File: src/rtl/etm_pkg.sv
package etm_pkg;
  typedef enum logic [1:0] {
    HOP_NONE   = 2'd0,
    HOP_ABSORB = 2'd1,
    HOP_FINAL  = 2'd2
  } hash_op_e;
endpackage

File: src/rtl/etm_in_ctl.sv
module etm_in_ctl #(
  parameter int BLK_W = 64,
  parameter int LEN_W = 16
) (
  input  logic             clk_i,
  input  logic             rst_ni,
  input  logic             msg_valid_i,
  input  logic [BLK_W-1:0] msg_data_i,
  input  logic             msg_last_i,
  input  logic             buf_ok_i,
  input  logic             absorb_i,
  input  logic             tag_done_i,
  input  logic             cipher_ready_i,
  output logic             msg_ready_o,
  output logic             cipher_start_o,
  output logic [BLK_W-1:0] cipher_data_o,
  output logic             last_seen_o,
  output logic             drained_o,
  output logic [LEN_W-1:0] tag_len_o
);
  localparam int OUT_W = 2;

  logic             cbusy_q, last_q;
  logic [OUT_W-1:0] out_q;
  logic [LEN_W-1:0] len_q, tag_len_q;
  logic             cipher_free, accept;

  assign cipher_free    = !cbusy_q || cipher_ready_i;
  assign msg_ready_o    = cipher_free && buf_ok_i && !last_q;
  assign accept         = msg_valid_i && msg_ready_o;
  assign cipher_start_o = accept;
  assign cipher_data_o  = msg_data_i;
  assign last_seen_o    = last_q;
  assign drained_o      = (out_q == '0);
  assign tag_len_o      = tag_len_q;

  always_ff @(posedge clk_i or negedge rst_ni) begin
    if (!rst_ni) begin
      cbusy_q   <= 1'b0;
      last_q    <= 1'b0;
      out_q     <= '0;
      len_q     <= '0;
      tag_len_q <= '0;
    end else begin
      if (accept)              cbusy_q <= 1'b1;
      else if (cipher_ready_i) cbusy_q <= 1'b0;
      // blocks accepted but not yet absorbed by the hash
      out_q <= out_q + OUT_W'(accept) - OUT_W'(absorb_i);
      if (tag_done_i) begin
        last_q    <= 1'b0;
        tag_len_q <= len_q;
        len_q     <= '0;
      end else if (accept) begin
        len_q <= len_q + 1'b1;
        if (msg_last_i) last_q <= 1'b1;
      end
    end
  end
endmodule

File: src/rtl/etm_ct_path.sv
module etm_ct_path #(
  parameter int BLK_W = 64
) (
  input  logic             clk_i,
  input  logic             rst_ni,
  input  logic             cipher_ready_i,
  input  logic [BLK_W-1:0] cipher_result_i,
  input  logic             hash_free_i,
  output logic             absorb_o,
  output logic [BLK_W-1:0] absorb_data_o,
  output logic             buf_ok_o,
  output logic             pend_o
);
  logic             pend_q;
  logic [BLK_W-1:0] buf_q;
  logic             take_buf, direct, park;

  assign take_buf      = pend_q && hash_free_i;
  assign direct        = !pend_q && cipher_ready_i && hash_free_i;
  assign park          = !pend_q && cipher_ready_i && !hash_free_i;
  assign absorb_o      = take_buf || direct;
  assign absorb_data_o = pend_q ? buf_q : cipher_result_i;
  // holding register must be empty after this edge
  assign buf_ok_o      = pend_q ? take_buf : !park;
  assign pend_o        = pend_q;

  always_ff @(posedge clk_i or negedge rst_ni) begin
    if (!rst_ni) begin
      pend_q <= 1'b0;
      buf_q  <= '0;
    end else if (park) begin
      pend_q <= 1'b1;
      buf_q  <= cipher_result_i;
    end else if (take_buf) begin
      pend_q <= 1'b0;
    end
  end
endmodule

File: src/rtl/etm_hash_ctl.sv
module etm_hash_ctl
  import etm_pkg::*;
#(
  parameter int BLK_W = 64
) (
  input  logic             clk_i,
  input  logic             rst_ni,
  input  logic             absorb_i,
  input  logic [BLK_W-1:0] absorb_data_i,
  input  logic             last_seen_i,
  input  logic             drained_i,
  input  logic             hash_ready_i,
  input  logic [BLK_W-1:0] hash_result_i,
  output logic             hash_free_o,
  output logic             hash_start_o,
  output logic             hash_final_o,
  output logic [BLK_W-1:0] hash_data_o,
  output logic             tag_done_o,
  output logic             tag_valid_o,
  output logic [BLK_W-1:0] tag_o
);
  logic             hbusy_q, fin_wait_q, tag_v_q;
  logic [BLK_W-1:0] tag_q;
  hash_op_e         op;

  assign hash_free_o = !hbusy_q || hash_ready_i;

  always_comb begin
    op = HOP_NONE;
    if (absorb_i) op = HOP_ABSORB;
    else if (last_seen_i && drained_i && !fin_wait_q && hash_free_o) op = HOP_FINAL;
  end

  assign hash_start_o = (op != HOP_NONE);
  assign hash_final_o = (op == HOP_FINAL);
  assign hash_data_o  = (op == HOP_ABSORB) ? absorb_data_i : '0;
  assign tag_done_o   = fin_wait_q && hash_ready_i;
  assign tag_valid_o  = tag_v_q;
  assign tag_o        = tag_q;

  always_ff @(posedge clk_i or negedge rst_ni) begin
    if (!rst_ni) begin
      hbusy_q    <= 1'b0;
      fin_wait_q <= 1'b0;
      tag_v_q    <= 1'b0;
      tag_q      <= '0;
    end else begin
      if (hash_start_o)      hbusy_q <= 1'b1;
      else if (hash_ready_i) hbusy_q <= 1'b0;
      if (op == HOP_FINAL)   fin_wait_q <= 1'b1;
      else if (tag_done_o)   fin_wait_q <= 1'b0;
      tag_v_q <= tag_done_o;
      if (tag_done_o) tag_q <= hash_result_i;
    end
  end
endmodule

File: src/rtl/etm_sched.sv
module etm_sched #(
  parameter int BLK_W = 64,
  parameter int LEN_W = 16
) (
  input  logic             clk_i,
  input  logic             rst_ni,
  input  logic             msg_valid_i,
  output logic             msg_ready_o,
  input  logic [BLK_W-1:0] msg_data_i,
  input  logic             msg_last_i,
  output logic             cipher_start_o,
  output logic [BLK_W-1:0] cipher_data_o,
  input  logic             cipher_ready_i,
  input  logic [BLK_W-1:0] cipher_result_i,
  output logic             hash_start_o,
  output logic             hash_final_o,
  output logic [BLK_W-1:0] hash_data_o,
  input  logic             hash_ready_i,
  input  logic [BLK_W-1:0] hash_result_i,
  output logic             ct_valid_o,
  output logic [BLK_W-1:0] ct_data_o,
  output logic             tag_valid_o,
  output logic [BLK_W-1:0] tag_o,
  output logic [LEN_W-1:0] tag_len_o
);
  logic             buf_ok, absorb, tag_done, last_seen, drained, hash_free, pend;
  logic [BLK_W-1:0] absorb_data;

  etm_in_ctl #(.BLK_W(BLK_W), .LEN_W(LEN_W)) u_in (
    .clk_i, .rst_ni, .msg_valid_i, .msg_data_i, .msg_last_i,
    .buf_ok_i(buf_ok), .absorb_i(absorb), .tag_done_i(tag_done),
    .cipher_ready_i, .msg_ready_o, .cipher_start_o, .cipher_data_o,
    .last_seen_o(last_seen), .drained_o(drained), .tag_len_o
  );

  etm_ct_path #(.BLK_W(BLK_W)) u_ct (
    .clk_i, .rst_ni, .cipher_ready_i, .cipher_result_i,
    .hash_free_i(hash_free), .absorb_o(absorb), .absorb_data_o(absorb_data),
    .buf_ok_o(buf_ok), .pend_o(pend)
  );

  etm_hash_ctl #(.BLK_W(BLK_W)) u_hash (
    .clk_i, .rst_ni, .absorb_i(absorb), .absorb_data_i(absorb_data),
    .last_seen_i(last_seen), .drained_i(drained), .hash_ready_i, .hash_result_i,
    .hash_free_o(hash_free), .hash_start_o, .hash_final_o, .hash_data_o,
    .tag_done_o(tag_done), .tag_valid_o, .tag_o
  );

  assign ct_valid_o = absorb;
  assign ct_data_o  = absorb_data;
endmodule

File: config.mk
export PLATFORM = sky130hd
export DESIGN_NAME = etm_sched
export DESIGN_NICKNAME = d
export VERILOG_FILES = /design/src/rtl/etm_pkg.sv /design/src/rtl/etm_in_ctl.sv /design/src/rtl/etm_ct_path.sv /design/src/rtl/etm_hash_ctl.sv /design/src/rtl/etm_sched.sv
export SDC_FILE = /design/constraint.sdc
export NUM_CORES = 1
export LEC_CHECK = 0
export CELL_PAD_IN_SITES_DETAIL_PLACEMENT = 0
export CELL_PAD_IN_SITES_GLOBAL_PLACEMENT = 1
export CORE_AREA = 8 8 177 179
export CTS_BUF_LIST = sky130_fd_sc_hd__clkbuf_16
export CTS_CLUSTER_SIZE = 16
export DETAILED_ROUTE_END_ITERATION = 10
export DIE_AREA = 0 0 185 187
export DONT_BUFFER_PORTS = 1
export PLACE_DENSITY = 0.59
export SLEW_MARGIN = 30
export SYNTH_ARGS = -nofsm -noshare
export SYNTH_HDL_FRONTEND = slang
export SYNTH_SLANG_ARGS = --single-unit
File: constraint.sdc
create_clock -name clk_i -period 2.14 [get_ports clk_i]
set_input_delay 0 -clock clk_i [delete_from_list [all_inputs] [get_ports clk_i]]
set_output_delay 0 -clock clk_i [all_outputs]
set_load 0.02 [all_outputs]
==> impl_metrics.yaml, run 1 <==
floorplanning:
  num_rows: 62
  ioPinCount: 476
  chipHeight_um: 187
  die_w_um: 185
  initial_core_util_pct: 28.9
  core_area_um2: 28400
  die_area_um2: 34600
sta:
  fin_crit_ns: 2.03
  worst_slew_pin_slew_ns: 0.494
  slew_headroom_pct: 67.1
  max_freq_mhz: 492
  finClkSkew_ns: 0.0112
  fin_crit_sh_pct: 95.0
  final-hold-violation-count: 168
  report.final.slew_viol_count: 0
  rsz0062_at_grt: "yes"
  whs_ns: -0.738
  setup_viol: 0
  finalSetupTns_ns: 0
setup_path:
  path_buf_inv: 0
  worst-setup-path-type: "flop to flop"
  worstSetupStartpoint: "u_ct.pend_o"
  r2r_end: "u_in.len_q[15]"
  cp-start-kind: "flop"
  slowest_delay_ns: 0.54
  worstPathArrival_ns: 2.39
  cp_slowest_cell: "a2111o_2"
  reg2reg_depth: 4
  cp-endpoint: "u_in.len_q[15]"
  path_depth: 4
  crit_chain: "or2_2 -> a2111o_2 -> or4_1 -> a21oi_1"
  cp_max_fo: 13
  crit_family: "simple AND/OR/NAND/NOR gates"
  r2r_slack_ns: 0.11
  cp-end-kind: "flop"
  r2r-start: "u_ct.pend_o"
  required_ns: 2.49
clock_network:
  clk_latency_ns: 0.43
  clk_pin_slew_ns: 0.08
  tritoncts: "yes"
  root_buffer: "clkbuf_16"
  clk_path_buf_depth: 2
  hold_buffers: 131
  numCtsBuffers: 17
  htreeDepth: 4
  cts.sinks: 168
finish:
  syn2layout_area_growth_pct: 23.6
  nets: 1067
  antennaDiodeCount: 0
  drive_gt1_share_pct: 21.5
  stdcell_area_um2: 10100
  fillers: 2752
route:
  vias_per_cell: 4.69
  wl_mm: 24.6
  ant_nets: 0
  drt-initial-drc-count: 216
  drtPass1Iterations: 4
  vias: 5925
  drc: 0
  avgRoutedWirePerCell_um: 19.5
grt:
  track_usage_pct: 13.4
  antenna_found_initial: 0
  grt_max_degree: 169
  grt_pass1_vias: 6379
  grt.overflow.total: 0
  grt_pass1_wl_mm: 37.0
job:
  maxCapViolations: 0
synthesis:
  synth_seq_cells: 168
  syn_inst: 807
  ys_types: 33
  syn_area_um2: 8200
  ys_seq_area_share_pct: 51.3
  synth_nets: 1008
  yosysWarnings: 0
  synth_area_per_cell_um2: 10.2
placed_design:
  postPlaceCellArea_um2: 8200
  hpwl_mm: 16.0
  gp_congestion: 0.705
  portBuffers: 0
worst_hold_path:
  hp-class: "input pin to async pin"
power:
  power_density_nw_per_um2: 1300
  peakVddDrop_v: 0.000614
  p_leak_uw: 0.00472
run_status:
  outcome: "finished, violations left"
  failed_checks: "negative hold slack"
placed cells by master (no fill, tap or decap), types with 6 or more instances in the layout:
cell type	synthesis	routed
o21ai_0	7	7
dfrtp_1	168	167
a21oi_1	14	14
and3_1	66	66
mux2_2	128	128
dlygate4sd3_1	0	131
nand2_1	248	247
buf_4	64	15
inv_1	6	6
nor2_1	8	7
or3_1	6	6
clkbuf_16	0	18
o31ai_1	7	7
or4_1	7	7
through the flow:
stage | power (uW) | cells | util [%] | setup WS, ns
floorplan | 9100 | 807 | - | 0.255
global placement | 9860 | 1099 | 28.9 | 0.123
detailed placement | 9940 | 1099 | 28.9 | 0.124
CTS | 13300 | 1262 | 35.6 | 0.00117
global route | 14000 | 1263 | 35.7 | 0.00202
finish | 13100 | 1263 | 35.7 | 0.108
Yosys cell counts, drive strengths merged:
| library cell | n | area share [%] |
|---|---|---|
| or4 | 7 | 0.64 |
| nor3 | 1 | 0.061 |
| dfrtp | 168 | 51 |
| o22ai | 1 | 0.076 |
| mux2 | 128 | 18 |
| o211ai | 1 | 0.092 |
| or2 | 1 | 0.076 |
| nand3 | 5 | 0.31 |
| inv | 7 | 0.32 |
| nor2 | 8 | 0.37 |
| buf | 82 | 7.0 |
| nand2b | 2 | 0.15 |
| a21oi | 14 | 0.85 |
| a2111o | 1 | 0.14 |
| ha | 3 | 0.46 |
| clkbuf | 30 | 1.4 |
| nand4 | 4 | 0.31 |
| nor3b | 1 | 0.092 |
| o21ai | 7 | 0.43 |
| and4 | 1 | 0.11 |
| xnor2 | 3 | 0.32 |
| o31ai | 7 | 0.64 |
| xor2 | 1 | 0.11 |
| nor2b | 2 | 0.15 |
| nand2 | 248 | 11 |
| and2b | 1 | 0.092 |
| and3 | 66 | 5.0 |
| or3 | 6 | 0.46 |
| mux2i | 1 | 0.12 |
sequential cells by signal (all words and copies together) (netlist names):
signal,cells
u_in.len_q,16
u_in.tag_len_o,16
u_hash.tag_valid_o,1
u_in.last_seen_o,1
u_hash.fin_wait_q,1
u_hash.hbusy_q,1
u_ct.pend_o,1
u_in.cbusy_q,1
u_hash.tag_o,64
u_in.out_q,2
u_ct.buf_q,64
timing repair:
item	CTS	global route
cloned	0	1
endpoints found under the setup margin	1	3
pin swaps	0	1
setup buffers	0	0
hold endpoints to repair	301	168
gates resized for setup	1	3
logic make-up (layout without fill, tap and decap cells):
logic type	after synthesis	in the layout	share of synthesized area [%]
AOI/OAI and AO/OA	31	31	2.23
and+or+nand+nor	353	353	19.2
adders and majority gates	3	3	0.458
xor gates and xnor gates	4	4	0.427
DFF	168	168	51.3
muxes	129	129	17.7
buffers and inverters	119	191	8.69
worst min-delay path by stage:
stage,start,to,slack [ns],cells after the start
after floorplan,rst_ni,u_ct.buf_q[0],-0.30,0
after global placement,rst_ni,u_hash.tag_o[63],-0.29,0
after detailed placement,rst_ni,u_hash.tag_o[63],-0.29,0
after CTS,rst_ni,u_hash.tag_o[61],-0.77,0
after global routing,rst_ni,u_hash.tag_o[61],-0.78,0
final,rst_ni,u_hash.tag_o[61],-0.74,0
power breakdown:
group	total (uW)	internal (uW)	leakage [uW]	switching, uW
registers	6180	4520	0.00210	1660
logic	3900	1640	0.00235	2260
clock network	3060	1560	0.000276	1500
total	13100	7720	0.00472	5420
per-layer routing:
layer / vias to the layer above / track usage, % / part of all wire (%)
met3: 27 / 5.92 / 12
li1: 2738 / - / -
met2: 286 / 22.5 / 47
met5: - / 0 / 0
met1: 2874 / 15.2 / 39
met4: 0 / 4.06 / 1.5
final cells by class:
class | count | area (um2) | area share [%]
tap | 384 | 480 | 4.74
clock inverter | 15 | 155 | 1.53
clock buffer | 17 | 425 | 4.20
sequential | 168 | 4210 | 41.5
inverter | 7 | 26.3 | 0.259
timing repair buffer | 152 | 1550 | 15.3
multi-input combinational | 520 | 3290 | 32.5
(Power assumes the default switching activity.)
==> run 2: changes to the inputs <==
==> constraint.sdc (replaced) <==
create_clock -name clk_i -period 2.14 [get_ports clk_i]
set_input_delay 0 -clock clk_i [delete_from_list [all_inputs] [get_ports clk_i]]
set_output_delay 0 -clock clk_i [all_outputs]
set_load 0.05 [all_outputs]
==> run 2 against run 1 <==
  * The flow still finishes with violations (negative hold slack)
  * Power grew 25%
  * Clock power decreased by 3%
  * Die area unchanged
  * Combinational power rose by 52%
  * Maximum frequency shrank 3.3%
  * Clock-buffer cell count is the same
  * Non-clock buffer count rose by 110
  * Design area rose by 9.3%
  * Global-route usage up 0.77 points
  * Sequential power is 22% higher
  * First-iteration DRC count rose by 48%
  * Flip-flop and latch count is the same
  * Highest routed layer unchanged
==> impl_metrics.yaml, run 2 (synthesis gave the netlist of run 1 again) <==
floorplanning:
  ioPinCount: 476
  initial_core_util_pct: 28.9
  core_area_um2: 28400
  num_rows: 62
  chipHeight_um: 187
  die_w_um: 185
  die_area_um2: 34600
placed_design:
  hpwl_mm: 16.7
  portBuffers: 0
  dpl.cell_count: 1209
  pre_cts_ws_ns: 0.131
  gp_congestion: 0.764
power:
  p_int_uw: 8370
  p_leak_uw: 0.00530
  switching_share_pct: 48.9
  combPwrFrac_pct: 36.1
  p_sw_uw: 8020
  pwr-share-seq_pct: 45.8
  power_density_nw_per_um2: 1480
  clkPwrFrac_pct: 18.1
  peakVddDrop_v: 0.000740
sta:
  fin_crit_sh_pct: 98.2
  slew_headroom_pct: 42.2
  final-hold-violation-count: 168
  whs_ns: -0.731
  finClkSkew_ns: 0.00876
  max_freq_mhz: 476
  fin_crit_ns: 2.10
  report.final.slew_viol_count: 0
  setup_viol: 0
  timing.final.ws_setup_ns: 0.0380
  worst_slew_pin_slew_ns: 0.867
  rsz0062_at_grt: "yes"
grt:
  antenna_found_initial: 0
  grt_pass1_wl_mm: 39.3
  grt_max_degree: 169
  grt_pass1_vias: 6848
  track_usage_pct: 14.2
  grt.overflow.total: 0
finish:
  multi_input_comb_area_um2: 3310
  fillers: 2756
  area.sequential_um2: 4210
  nets: 1177
  antennaDiodeCount: 0
  final_common_cell: "nand2_1"
  fin_cells: 1373
  drive_gt1_share_pct: 30.0
  mostFrequentLayoutCells: "nand2_1 (247), dfrtp_1 (167), dlygate4sd3_1 (131)"
  syn2layout_area_growth_pct: 35.1
route:
  ant_nets: 0
  vias_per_cell: 4.63
  drc: 0
  wl_mm: 25.8
  drtPass1Iterations: 4
  drt-initial-drc-count: 320
  avgRoutedWirePerCell_um: 18.8
  vias: 6362
clock_network:
  numCtsBuffers: 17
  clk_pin_slew_ns: 0.07
  tritoncts: "yes"
  cts_setup_buffers: 0
  clk_path_buf_depth: 2
  root_buffer: "clkbuf_16"
  clk_latency_ns: 0.42
  htreeDepth: 4
  cts.sinks: 168
  hold_buffers: 131
setup_path:
  crit_chain: "or2_2 -> a2111o_2 -> or4_4 -> a21oi_1"
  crit_family: "simple AND/OR/NAND/NOR gates"
  slowest_delay_ns: 0.60
  cp_slowest_cell: "a2111o_2"
  required_ns: 2.49
  worstPathArrival_ns: 2.45
  cp-start-kind: "flop"
  path_buf_inv: 0
  worst-setup-path-type: "flop to flop"
  cp-end-kind: "flop"
  cp_max_fo: 13
worst_hold_path:
  hp-class: "input pin to async pin"
run_status:
  failed_checks: "negative hold slack"
  outcome: "finished, violations left"
job:
  maxCapViolations: 0
run 2: repair_timing:
item / in CTS / in global routing
endpoints found under the setup margin: 1 / 13
cloned: 0 / 1
hold endpoints to repair: 301 / 168
pin swaps: 0 / 1
gates resized for setup: 2 / 5
run 2: metrics by stage:
step	TNS [ns]	util, %	total power [uW]	cell area, um2
after floorplan	0	-	11900	8200
after global placement	0	32.3	13200	9160
after detailed placement	0	32.3	13300	9160
after CTS	0	38.9	16500	11000
after global routing	-0.160	39.0	17300	11100
final	0	39.0	16400	11100
run 2: power groups by stage:
| stage | Combinational (uW) | Sequential (uW) | Clock (uW) |
|---|---|---|---|
| floorplan | 4630 | 7230 | 0 |
| global placement | 5620 | 7530 | 0 |
| detailed placement | 5730 | 7530 | 0 |
| CTS | 5920 | 7510 | 3110 |
| global route | 6370 | 7710 | 3220 |
| finish | 5910 | 7510 | 2980 |
run 2: layout make-up:
cell class	instances	share of cell area [%]
repair buffers	262	22.6
inverters	7	0.237
clock inverters	15	1.15
clock buffers	17	3.84
flip-flops and latches	168	38.0
well taps	384	4.34
multi-input cells	520	29.9
run 2: worst paths after layout:
kind / start / endpoint / slack (ns) / cells after the start
setup / recovery: u_ct.pend_o / u_in.len_q[13] / 0.04 / 4
hold / removal: rst_ni / u_hash.tag_o[55] / -0.73 / 0
setup reg to reg: u_ct.pend_o / u_in.len_q[13] / 0.04 / 4
hold reg to reg: u_in.out_q[1] / u_in.out_q[1] / 0.48 / 1
max in group asynchronous: rst_ni / u_ct.buf_q[18] / 2.62 / 0
min in group clk_i: msg_data_i[56] / cipher_data_o[56] / 0 / 0
run 2: metal layers:
metal	vias to the layer above	share of wire [%]	GRT usage [%]
met5	-	0	0
met4	0	2.4	5.57
met3	36	12	6.41
met2	298	46	22.4
met1	3065	40	16.7
li1	2963	-	-
==> run 3: changes to the inputs <==
--- a/config.mk
+++ b/config.mk
@@ -13,7 +13,7 @@
 export DETAILED_ROUTE_END_ITERATION = 10
 export DIE_AREA = 0 0 185 187
 export DONT_BUFFER_PORTS = 1
-export PLACE_DENSITY = 0.59
+export PLACE_DENSITY_LB_ADDON = 0.1
 export SLEW_MARGIN = 30
 export SYNTH_ARGS = -nofsm -noshare
 export SYNTH_HDL_FRONTEND = slang
==> run 3 against run 2 <==
  * The run still ends with negative hold slack left
  * Register-to-register slack better by 0.02 ns
  * Worst hold slack got worse by 0.00068 ns
  * Critical path depth unchanged
  * Clock power is 3% higher
  * Maximum frequency grew 1.2%
  * Global-route usage grew 0.51 points
  * Final cell count down 0.15%
  * Die area unchanged
  * Sequential power is essentially flat
  * Combinational power rose by 10%
  * Flip-flop and latch count did not move
  * Highest routed layer unchanged
==> impl_metrics.yaml, run 3 (synthesis gave the netlist of run 1 again) <==
setup_path:
  cp-end-kind: "flop"
  crit_family: "simple AND/OR/NAND/NOR gates"
  slowest_delay_ns: 0.58
  worstPathArrival_ns: 2.42
  reg2reg_depth: 4
  crit_chain: "or2_2 -> a2111o_1 -> or4_1 -> a21oi_1"
  cp-start-kind: "flop"
  worst-setup-path-type: "flop to flop"
  cp_slowest_cell: "a2111o_1"
  required_ns: 2.49
  path_depth: 4
  path_buf_inv: 0
  cp_max_fo: 13
route:
  drtPass1Iterations: 6
  wl_mm: 26.5
  vias_per_cell: 4.61
  drc: 0
  drt-initial-drc-count: 291
  avgRoutedWirePerCell_um: 19.3
  vias: 6318
  ant_nets: 0
finish:
  final_common_cell: "nand2_1"
  drive_gt1_share_pct: 30.2
  nets: 1176
  antennaDiodeCount: 0
  mostFrequentLayoutCells: "nand2_1 (246), dfrtp_1 (167), dlygate4sd3_1 (131)"
  fin_cells: 1371
  area.sequential_um2: 4210
  multi_input_comb_area_um2: 3300
  syn2layout_area_growth_pct: 43.7
  fillers: 2736
sta:
  slew_headroom_pct: 44.4
  max_freq_mhz: 481
  whs_ns: -0.732
  final-hold-violation-count: 168
  setup_viol: 0
  fin_crit_sh_pct: 97.1
  fin_crit_ns: 2.08
  finClkSkew_ns: 0.0115
  report.final.slew_viol_count: 0
  worst_slew_pin_slew_ns: 0.835
  timing.final.ws_setup_ns: 0.0620
floorplanning:
  core_area_um2: 28400
  initial_core_util_pct: 28.9
  die_w_um: 185
  die_area_um2: 34600
  ioPinCount: 476
  chipHeight_um: 187
  num_rows: 62
clock_network:
  clk_latency_ns: 0.42
  hold_buffers: 131
  htreeDepth: 4
  cts.sinks: 168
  clk_pin_slew_ns: 0.07
  tritoncts: "yes"
  numCtsBuffers: 17
  clk_path_buf_depth: 2
  root_buffer: "clkbuf_16"
power:
  p_int_uw: 8910
  pwr-share-seq_pct: 44.0
  power_density_nw_per_um2: 1450
  switching_share_pct: 47.9
  combPwrFrac_pct: 38.0
  clkPwrFrac_pct: 18.0
  p_sw_uw: 8200
  peakVddDrop_v: 0.000629
  power_uw: 17100
  p_leak_uw: 0.00549
run_status:
  failed_checks: "negative hold slack"
  outcome: "finished, violations left"
grt:
  track_usage_pct: 14.7
  grt_max_degree: 169
  grt.overflow.total: 0
  grt_pass1_vias: 6829
  antenna_found_initial: 0
  grt_pass1_wl_mm: 40.5
placed_design:
  pre_cts_ws_ns: 0.103
  gp_congestion: 0.744
  portBuffers: 0
  hpwl_mm: 18.3
  dpl.cell_count: 1207
job:
  maxCapViolations: 0
worst_hold_path:
  hp-class: "input pin to async pin"
[run 3: cell count changes in the layout (fill, tap and decap cells not counted), sizes merged]
| cell | before | now |
|---|---|---|
| inv | 10 | 13 |
| buf | 130 | 129 |
| clkinv | 7 | 3 |
[run 3: layout make-up]
type | count | area share, %
Clock buffer | 17 | 3.61
Clock inverter | 14 | 1.39
Inverter | 7 | 0.223
Multi-Input combinational cell | 520 | 28.0
Sequential cell | 168 | 35.7
Tap cell | 384 | 4.08
Timing Repair Buffer | 261 | 27.0
[run 3: per-stage QoR]
step / instance area, um2 / setup TNS [ns] / utilization [%]
2_1_floorplan: 8200 / 0 / -
3_3_place_gp: 9820 / 0 / 34.6
3_5_place_dp: 9820 / 0 / 34.6
4_1_cts: 11700 / -0.0461 / 41.3
5_1_grt: 11800 / -0.00303 / 41.5
6_report: 11800 / 0 / 41.5
[run 3: metal layers]
| layer | global-route usage [%] | routed length (um) | up-vias |
|---|---|---|---|
| met3 | 6.12 | 2840 | 24 |
| met2 | 25.4 | 13100 | 277 |
| met4 | 3.82 | 401 | 0 |
| li1 | - | - | 2953 |
| met1 | 16.4 | 10100 | 3064 |
| met5 | 0.148 | 0 | - |
[run 3: power by group through the flow]
stage               Clock [uW]  Combinational [uW]  Sequential [uW]
finish                    3080                6500             7520
global route              3380                6950             7710
CTS                       3230                6540             7550
detailed placement           0                6330             7590
global placement             0                6220             7580
floorplan                    0                4630             7230
[run 3: timing repair]
item	CTS	global route
hold endpoints to repair	318	168
buffers inserted	0	1
resized for setup	2	4
endpoints found under the setup margin	1	16
gates cloned	0	1
[run 3: final timing paths]
check	startpoint	endpoint	slack [ns]
worst max-delay path	u_ct.pend_o	u_in.len_q[15]	0.06
worst max register to register	u_ct.pend_o	u_in.len_q[15]	0.06
worst min register to register	u_ct.buf_q[14]	u_ct.buf_q[14]	0.50
max in group asynchronous	rst_ni	u_ct.buf_q[37]	2.66
worst min-delay path	rst_ni	u_hash.tag_o[31]	-0.73
min in group clk_i	msg_data_i[19]	cipher_data_o[19]	0
